**config.mk**
```make
export PLATFORM = sky130hd
export DESIGN_NAME = digit_scan_top
export DESIGN_NICKNAME = d
export VERILOG_FILES = /design/src/rtl/scan_pkg.sv /design/src/rtl/dwell_timer.sv /design/src/rtl/digit_rotator.sv /design/src/rtl/field_select.sv /design/src/rtl/bcd_seg_decoder.sv /design/src/rtl/digit_scan_top.sv
export SDC_FILE = /design/constraint.sdc
export NUM_CORES = 1
export LEC_CHECK = 0
export BUFFER_PORTS_ARGS = -buffer_cell sky130_fd_sc_hd__buf_4
export CAP_MARGIN = 5
export CORE_MARGIN = 4
export CORE_UTILIZATION = 36
export CTS_BUF_LIST = sky130_fd_sc_hd__clkbuf_2
export CTS_CLUSTER_SIZE = 14
export DETAILED_ROUTE_END_ITERATION = 7
export PLACE_DENSITY = 0.57
export SYNTH_ARGS = -nofsm -noshare
export SYNTH_HDL_FRONTEND = slang
export SYNTH_SLANG_ARGS = --single-unit
```
**constraint.sdc**
```tcl
create_clock -name clk -period 6.5 [get_ports clk]
set_input_delay 0.65 -clock clk [delete_from_list [all_inputs] [get_ports clk]]
set_output_delay 0.65 -clock clk [all_outputs]
set_load 0.03 [all_outputs]
```
**src/rtl/scan_pkg.sv**
```systemverilog
package scan_pkg;
  localparam int BCD_W = 4;
  localparam int SEG_W = 8;
  typedef logic [BCD_W-1:0] bcd_t;
  typedef logic [SEG_W-1:0] seg_t;
  localparam seg_t SEG_DARK = '0;
endpackage

```
**src/rtl/dwell_timer.sv**
```systemverilog
module dwell_timer #(
  parameter int DWELL_CYCLES = 30000,
  parameter int BLANK_CYCLES = 1,
  localparam int CNT_W = (DWELL_CYCLES > 1) ? $clog2(DWELL_CYCLES) : 1
) (
  input  logic             clk,
  input  logic             rst_n,
  output logic [CNT_W-1:0] cnt,
  output logic             wrap,
  output logic             gap
);
  localparam logic [CNT_W-1:0] LAST = CNT_W'(DWELL_CYCLES - 1);

  assign wrap = (cnt == LAST);

  always_ff @(posedge clk or negedge rst_n) begin
    if (!rst_n)    cnt <= '0;
    else if (wrap) cnt <= '0;
    else           cnt <= cnt + CNT_W'(1);
  end

  generate
    if (BLANK_CYCLES == 0) begin : g_nogap
      assign gap = 1'b0;
    end else begin : g_gap
      assign gap = (cnt < CNT_W'(BLANK_CYCLES));
    end
  endgenerate
endmodule

```
**src/rtl/digit_rotator.sv**
```systemverilog
module digit_rotator #(
  parameter int NUM_POS = 9,
  localparam int POS_W = (NUM_POS > 1) ? $clog2(NUM_POS) : 1
) (
  input  logic             clk,
  input  logic             rst_n,
  input  logic             advance,
  output logic [POS_W-1:0] pos
);
  localparam logic [POS_W-1:0] TOP = POS_W'(NUM_POS - 1);

  always_ff @(posedge clk or negedge rst_n) begin
    if (!rst_n) pos <= '0;
    else if (advance) begin
      if (pos == TOP) pos <= '0;
      else            pos <= pos + POS_W'(1);
    end
  end
endmodule

```
**src/rtl/field_select.sv**
```systemverilog
module field_select
  import scan_pkg::*;
#(
  parameter int NUM_POS = 9,
  localparam int POS_W = (NUM_POS > 1) ? $clog2(NUM_POS) : 1
) (
  input  logic [BCD_W*NUM_POS-1:0] digits,
  input  logic [POS_W-1:0]         pos,
  output bcd_t                     nib
);
  bcd_t lane [NUM_POS];

  generate
    for (genvar g = 0; g < NUM_POS; g++) begin : g_lane
      assign lane[g] = digits[g*BCD_W +: BCD_W];
    end
  endgenerate

  always_comb begin
    nib = 4'hF;
    for (int k = 0; k < NUM_POS; k++) begin
      if (pos == POS_W'(k)) nib = lane[k];
    end
  end
endmodule

```
**src/rtl/bcd_seg_decoder.sv**
```systemverilog
module bcd_seg_decoder
  import scan_pkg::*;
(
  input  bcd_t       nib,
  output logic [6:0] glyph
);
  always_comb begin
    unique case (nib)
      4'd0:    glyph = 7'h3F;
      4'd1:    glyph = 7'h06;
      4'd2:    glyph = 7'h5B;
      4'd3:    glyph = 7'h4F;
      4'd4:    glyph = 7'h66;
      4'd5:    glyph = 7'h6D;
      4'd6:    glyph = 7'h7D;
      4'd7:    glyph = 7'h07;
      4'd8:    glyph = 7'h7F;
      4'd9:    glyph = 7'h6F;
      default: glyph = 7'h00;
    endcase
  end
endmodule

```
**src/rtl/digit_scan_top.sv**
```systemverilog
module digit_scan_top
  import scan_pkg::*;
#(
  parameter int DWELL_CYCLES = 30000,
  parameter int BLANK_CYCLES = 1,
  parameter int RES_DIGITS   = 5,
  parameter int STEP_DIGITS  = 2,
  parameter int TIME_DIGITS  = 2,
  parameter int POINT_POS    = 1,
  localparam int NUM_POS = RES_DIGITS + STEP_DIGITS + TIME_DIGITS,
  localparam int POS_W   = (NUM_POS > 1) ? $clog2(NUM_POS) : 1,
  localparam int CNT_W   = (DWELL_CYCLES > 1) ? $clog2(DWELL_CYCLES) : 1
) (
  input  logic                         clk,
  input  logic                         rst_n,
  input  logic [BCD_W*RES_DIGITS-1:0]  res_bcd,
  input  logic [BCD_W*STEP_DIGITS-1:0] step_bcd,
  input  logic [BCD_W*TIME_DIGITS-1:0] time_bcd,
  output logic [SEG_W-1:0]             seg_out,
  output logic [NUM_POS-1:0]           dig_en_n
);
  logic [CNT_W-1:0] dwell_cnt;
  logic             period_end;
  logic             in_gap;
  logic [POS_W-1:0] pos_idx;
  bcd_t             cur_nib;
  logic [6:0]       glyph;
  logic [BCD_W*NUM_POS-1:0] all_digits;

  assign all_digits = {time_bcd, step_bcd, res_bcd};

  dwell_timer #(
    .DWELL_CYCLES(DWELL_CYCLES),
    .BLANK_CYCLES(BLANK_CYCLES)
  ) u_timer (
    .clk  (clk),
    .rst_n(rst_n),
    .cnt  (dwell_cnt),
    .wrap (period_end),
    .gap  (in_gap)
  );

  digit_rotator #(.NUM_POS(NUM_POS)) u_rot (
    .clk    (clk),
    .rst_n  (rst_n),
    .advance(period_end),
    .pos    (pos_idx)
  );

  field_select #(.NUM_POS(NUM_POS)) u_sel (
    .digits(all_digits),
    .pos   (pos_idx),
    .nib   (cur_nib)
  );

  bcd_seg_decoder u_dec (
    .nib  (cur_nib),
    .glyph(glyph)
  );

  generate
    for (genvar g = 0; g < NUM_POS; g++) begin : g_en
      assign dig_en_n[g] = in_gap || (pos_idx != POS_W'(g));
    end
  endgenerate

  always_comb begin
    if (in_gap) seg_out = SEG_DARK;
    else        seg_out = {(pos_idx == POS_W'(POINT_POS)), glyph};
  end
endmodule

```
==> impl_metrics.json, run 1 <==
{
  "timing.final.crit_share_pct": 63.8,
  "final_util_pct": 47.8,
  "floorplan.die_area_um2": 5950,
  "port_buffers": 54,
  "post-synth-top-area-cell": "dfrtp_1",
  "grt-ovfl-total": 0,
  "first_global_vias": 1536,
  "routed-via-count": 1596,
  "cts.path.max_buffers": 2,
  "grt_start_max_net_pins": 20,
  "synth_sequential_area_ratio_pct": 27.7,
  "initial_antenna_violation_count": 0,
  "fin_total_pwr_mw": 0.223,
  "gp_congestion": 0.741,
  "criticalPathCategory": "reg -> out",
  "combPwrFrac_pct": 23.7,
  "stdcell_count": 302,
  "syn_area_per_cell_um2": 8.47,
  "power_leakage_nw": 1.00,
  "synth.distinct_cells": 46,
  "post_cts_buffers": 0,
  "clkTransAtPathRegs_ns": 0.17,
  "area.growth.synth_to_final_pct": 24.5,
  "cts_hold_buf": 0,
  "register_share_of_total_power_pct": 53.1,
  "antenna_fix_cells": 0,
  "vdd_drop_max_mv": 0.114,
  "power_density_nw_per_um2": 104,
  "placeableCoreArea_um2": 4470,
  "hold_class": "in -> async",
  "route.detailed.wl_per_inst_um": 14.6,
  "layout_min_cycle_time_ns": 4.15,
  "fin_hold_ws_ns": 0.176,
  "final.fill_count": 434,
  "worst_skew_pair.late_latency_ns": 0.30,
  "number_of_storage_elements_in_the_synthesis_netlist": 19,
  "setup.worst_path.end_class": "primary output",
  "dr.first_iter.drc_count": 84,
  "cts_sinks": 19,
  "synth_cells": 203,
  "route.detailed.vias_per_inst": 5.28,
  "grt_pass1_wl_um": 7400,
  "max_slew_violation_count": 0,
  "dp_hpwl_um": 3340,
  "slew_headroom_pct": 29.9,
  "critical_path_peak_fanout": 18,
  "synth_top_cells_by_area": "dfrtp_1 (28%), ha_1 (8.0%), nand2_1 (5.2%), nor2_1 (4.4%), nor2b_1 (3.6%)",
  "clock_tree.root_cell": "clkbuf_2",
  "max-cap-violations": 0,
  "edff_count_synth": 0,
  "post_route_drc_violation_count": 0,
  "cts_made_buffers": 3,
  "drive_gt1_share_pct": 28.0,
  "worst-endpoint-required_ns": 5.85,
  "dp.cells": 298,
  "grt_setup_unrepaired": "no",
  "synth_flop_cell": "dfrtp_1",
  "status": "finished, final reports clean",
  "grt.total_usage_pct": 14.9,
  "rows": 24,
  "max_clock_freq_ghz": 0.241,
  "clock_tree.htree_level_count": 1,
  "post_cts_resize_count": 0,
  "final_hold_violation_count": 0,
  "tns_ns": 0,
  "power_frac_clock_pct": 23.2,
  "power.net_switching_mw": 0.0606,
  "drt_first_pass_iters": 4,
  "total_nets_after_synthesis": 252,
  "top_level_ports": 55,
  "synthDominantCellAreaShare_pct": 27.7,
  "timing.critical_path.from_type": "flop",
  "p_int_mw": 0.162,
  "power_switching_share_pct": 27.2,
  "skew_ns": 0.00334,
  "cp.arrival_ns": 3.50,
  "start_util_pct": 38.4,
  "post_synth_instance_area_um2": 1720,
  "postRouteWirelength_um": 4410,
  "synthArstFlopShare_pct": 100,
  "die_height_um": 77.1,
  "die-width_um": 77.1,
  "postRouteAntennaNets": 0,
  "fin_nets": 300,
  "max_slew.worst_pin.slew_ns": 1.05,
  "cts_tree": "yes",
  "setup-violations-final": 0,
  "synth-warning-count": 0
}
[flip-flops by register name (all words and copies together), names as in the netlist]
register and cells:
u_rot.pos 4, u_timer.cnt 15
[final timing paths]
kind | from | endpoint | slack, ns | depth (start not counted)
min in group clk | u_timer.cnt[11] | u_timer.cnt[11] | 0.51 | 1
max in group asynchronous | rst_n | u_rot.pos[0] | 6.13 | 1
min reg2reg | u_timer.cnt[11] | u_timer.cnt[11] | 0.51 | 1
max | u_rot.pos[0] | seg_out[3] | 2.35 | 11
min | rst_n | u_timer.cnt[7] | 0.18 | 1
max reg2reg | u_timer.cnt[0] | u_rot.pos[2] | 4.11 | 6
[per-layer routing]
| layer | wire length (um) | GRT usage [%] | vias to the layer above |
|---|---|---|---|
| met1 | 2190 | 21.8 | 747 |
| met5 | 0 | 0 | - |
| met3 | 248 | 3.98 | 0 |
| li1 | - | - | 810 |
| met4 | 0 | 2.31 | 0 |
| met2 | 1970 | 22.3 | 39 |
[cell type report]
cell class,instances,area [um^2],area share [%]
Multi-Input combinational cell,164,1140,53.3
Clock buffer,4,20.0,0.936
Tap cell,52,65.1,3.04
Timing Repair Buffer,54,405,18.9
Sequential cell,19,475,22.2
Inverter,9,33.8,1.58
[cell families (layout without fill, tap and decap cells)]
| group | Yosys count | count (layout) | synth area share, % |
|---|---|---|---|
| xor gates and xnor gates | 14 | 14 | 7.13 |
| buffers and inverters | 20 | 67 | 6.04 |
| and+or+nand+nor | 94 | 94 | 28.5 |
| DFF | 19 | 19 | 27.7 |
| muxes | 5 | 5 | 4.00 |
| adders and majority gates | 11 | 11 | 8.01 |
| AOI/OAI and AO/OA | 40 | 40 | 18.6 |
[power by group through the flow]
| stage | Sequential, mW | Combinational [mW] | Clock, mW |
|---|---|---|---|
| CTS | 0.118 | 0.0535 | 0.0550 |
| finish | 0.118 | 0.0528 | 0.0517 |
| global route | 0.118 | 0.0577 | 0.0607 |
| detailed placement | 0.120 | 0.0534 | 0 |
| floorplan | 0.120 | 0.0242 | 0 |
| global placement | 0.120 | 0.0535 | 0 |
[cells in the mapped netlist, types with 5 or more instances]
master and instances:
nand2_1 24, nor2_1 20, dfrtp_1 19, ha_1 11, nand3_1 10, nor2b_1 10
o21ai_0 10, buf_2 8, inv_1 8, xnor2_1 7, xor2_1 7, a21oi_1 6
and3_1 5, nor3b_1 5
[cells in the final DEF (no fill, tap or decap), types with 2 or more instances in the layout]
cell	Yosys	routed
buf_4	1	54
nand2_1	24	24
nor2_1	20	20
dfrtp_1	19	19
ha_1	11	11
nand3_1	10	10
nor2b_1	10	10
o21ai_0	10	10
inv_1	8	8
xor2_1	7	7
xnor2_1	7	7
a21oi_1	6	6
and3_1	5	5
nor3b_1	5	5
nand4_1	4	4
o22ai_1	4	4
clkbuf_2	0	4
and4_1	3	3
nor3_1	3	3
nor4_1	3	3
o21a_1	2	2
a2111oi_4	2	2
o31ai_1	2	2
a32o_1	2	2
a221oi_1	2	2
a21o_1	2	2
a31oi_1	2	2
mux2i_1	2	2
[worst max-delay path, stage by stage, from the launching register on]
cell and delay, ns:
dfrtp_1 0.46, inv_1 0.13, ha_1 0.62, a221oi_1 0.11, a21o_1 0.19, mux4_2 0.48, o21ai_1 0.34, inv_1 0.11
ha_1 0.19, mux2_4 0.26, o22ai_1 0.12, buf_4 0.18
[metrics by stage]
step                      worst slack, ns  area, um^2
final                                2.35        2140
after global routing                 2.05        2140
after CTS                            2.31        2140
after detailed placement             2.72        2120
after global placement               2.79        2120
after floorplan                      2.94        1720
No activity file was read; power rests on OpenSTA's default activity.
==> inputs of run 2 (changes only) <==
Clock period 6.5 ns to 4 ns, I/O delays scaled along.
==> impl_metrics.json, run 2 (synthesis results as in run 1) <==
{
  "layout_commonest_cell": "buf_4",
  "initial_antenna_violation_count": 0,
  "clkTransAtPathRegs_ns": 0.18,
  "dp_hpwl_um": 3420,
  "worst_skew_pair.late_latency_ns": 0.30,
  "critical_path_peak_fanout": 9,
  "skew_ns": 0.00375,
  "setup-violations-final": 0,
  "clock_tree.htree_level_count": 1,
  "cp.arrival_ns": 3.23,
  "power_density_nw_per_um2": 167,
  "register_share_of_total_power_pct": 52.9,
  "layout_min_cycle_time_ns": 3.63,
  "largestRegisters": "u_timer.cnt: 15 flops, u_rot.pos: 4 flops",
  "die-width_um": 77.1,
  "post_route_drc_violation_count": 0,
  "power.net_switching_mw": 0.0994,
  "cts_made_buffers": 3,
  "stdcell_count": 306,
  "routed-via-count": 1604,
  "cts.path.max_buffers": 2,
  "first_global_vias": 1608,
  "drt_first_pass_iters": 4,
  "area.growth.synth_to_final_pct": 26.5,
  "status": "finished, final reports clean",
  "flip_flop_count_of_the_largest_register_after_layout": 15,
  "grt_pass1_wl_um": 7600,
  "port_buffers": 54,
  "placeableCoreArea_um2": 4470,
  "grt_setup_unrepaired": "no",
  "timing.final.crit_share_pct": 90.8,
  "worst-endpoint-required_ns": 3.60,
  "vdd_drop_max_mv": 0.116,
  "antenna_fix_cells": 0,
  "max-cap-violations": 0,
  "rows": 24,
  "hold_class": "in -> async",
  "fin_nets": 304,
  "max_slew.worst_pin.slew_ns": 1.04,
  "post_cts_buffers": 0,
  "dr.first_iter.drc_count": 57,
  "gp_congestion": 0.785,
  "start_util_pct": 38.4,
  "p_int_mw": 0.264,
  "tns_ns": 0,
  "route.detailed.vias_per_inst": 5.24,
  "combPwrFrac_pct": 23.7,
  "die_height_um": 77.1,
  "postRouteAntennaNets": 0,
  "cts_sinks": 19,
  "largest-register": "u_timer.cnt",
  "timing.critical_path.from_type": "flop",
  "dp.cells": 301,
  "setup.worst_path.end_class": "primary output",
  "power_switching_share_pct": 27.3,
  "grt_start_max_net_pins": 20,
  "grt.total_usage_pct": 15.1,
  "power_leakage_nw": 1.02,
  "grt-ovfl-total": 0,
  "floorplan.die_area_um2": 5950,
  "postRouteWirelength_um": 4430,
  "route.detailed.wl_per_inst_um": 14.5,
  "power_frac_clock_pct": 23.4,
  "top_level_ports": 55,
  "clock_tree.root_cell": "clkbuf_2",
  "most-common-layout-cells": "buf_4 (57), nand2_1 (24), nor2_1 (20), dfrtp_1 (19)",
  "cts_tree": "yes",
  "drive_gt1_share_pct": 29.1,
  "max_slew_violation_count": 0,
  "slew_headroom_pct": 30.3,
  "max_clock_freq_ghz": 0.275,
  "criticalPathCategory": "reg -> out",
  "final_hold_violation_count": 0
}
==> run 2: cell types whose count changed in the layout (fill, tap and decap cells not counted), sizes merged <==
cell	change
dlygate4sd3	+1
buf	+3
==> run 2: power groups by stage <==
stage               registers, mW  logic (mW)  clock network (mW)
floorplan                   0.196      0.0392                   0
global placement            0.196      0.0866                   0
detailed placement          0.196      0.0863                   0
CTS                         0.192      0.0876              0.0900
global route                0.192      0.0937              0.0973
finish                      0.192      0.0863              0.0851
==> run 2: cell type report <==
class | instances | area (um^2)
Multi-Input combinational cell | 164 | 1140
Inverter | 9 | 33.8
Clock buffer | 4 | 20.0
Timing Repair Buffer | 58 | 438
Sequential cell | 19 | 475
Fill cell | 439 | 2300
Tap cell | 52 | 65.1
==> run 2: worst paths after layout <==
check	end	start	slack, ns	cells past startpoint
setup / recovery	seg_out[0]	u_rot.pos[0]	0.37	11
hold / removal	u_timer.cnt[6]	rst_n	0.47	2
setup reg to reg	u_rot.pos[2]	u_timer.cnt[0]	1.63	6
hold reg to reg	u_timer.cnt[9]	u_timer.cnt[9]	0.50	1
max in group asynchronous	u_timer.cnt[13]	rst_n	3.33	2
min in group clk	u_timer.cnt[9]	u_timer.cnt[9]	0.50	1
==> run 2: metal layers <==
metal | vias to the layer above | part of all wire (%) | GRT usage (%)
met2 | 41 | 45 | 24.0
met5 | - | 0 | 0
met3 | 2 | 5.7 | 3.75
li1 | 821 | - | -
met1 | 740 | 49 | 21.5
met4 | 0 | 0.47 | 1.60
==> run 2: per-stage QoR <==
| step | util, % | hold slack (ns) | setup WS [ns] | instance area, um^2 | power (mW) |
|---|---|---|---|---|---|
| after global routing | 48.6 | 0.463 | 0.118 | 2170 | 0.383 |
| final | 48.6 | 0.471 | 0.368 | 2170 | 0.364 |
| after CTS | 48.5 | 0.451 | 0.235 | 2170 | 0.370 |
| after global placement | 47.9 | 0.290 | 0.678 | 2140 | 0.282 |
| after detailed placement | 47.9 | 0.289 | 0.608 | 2140 | 0.282 |
| after floorplan | - | 0.104 | 0.692 | 1720 | 0.235 |
==> run 2: critical path, cell delays in order, from the launching register on <==
cell and delay [ns]:
dfrtp_1 0.46, inv_1 0.13, ha_1 0.41, a221oi_1 0.09, a21o_1 0.17, mux4_2 0.47, o21ai_1 0.33, inv_1 0.12
ha_1 0.19, mux2_4 0.26, o22ai_1 0.11, buf_4 0.18
==> run 2: what timing repair did <==
action | 4_1_cts | 5_1_grt
hold endpoints to repair | 19 | 0
hold buffers | 1 | 0
setup endpoints to repair | 0 | 2
gates resized for setup | 0 | 1
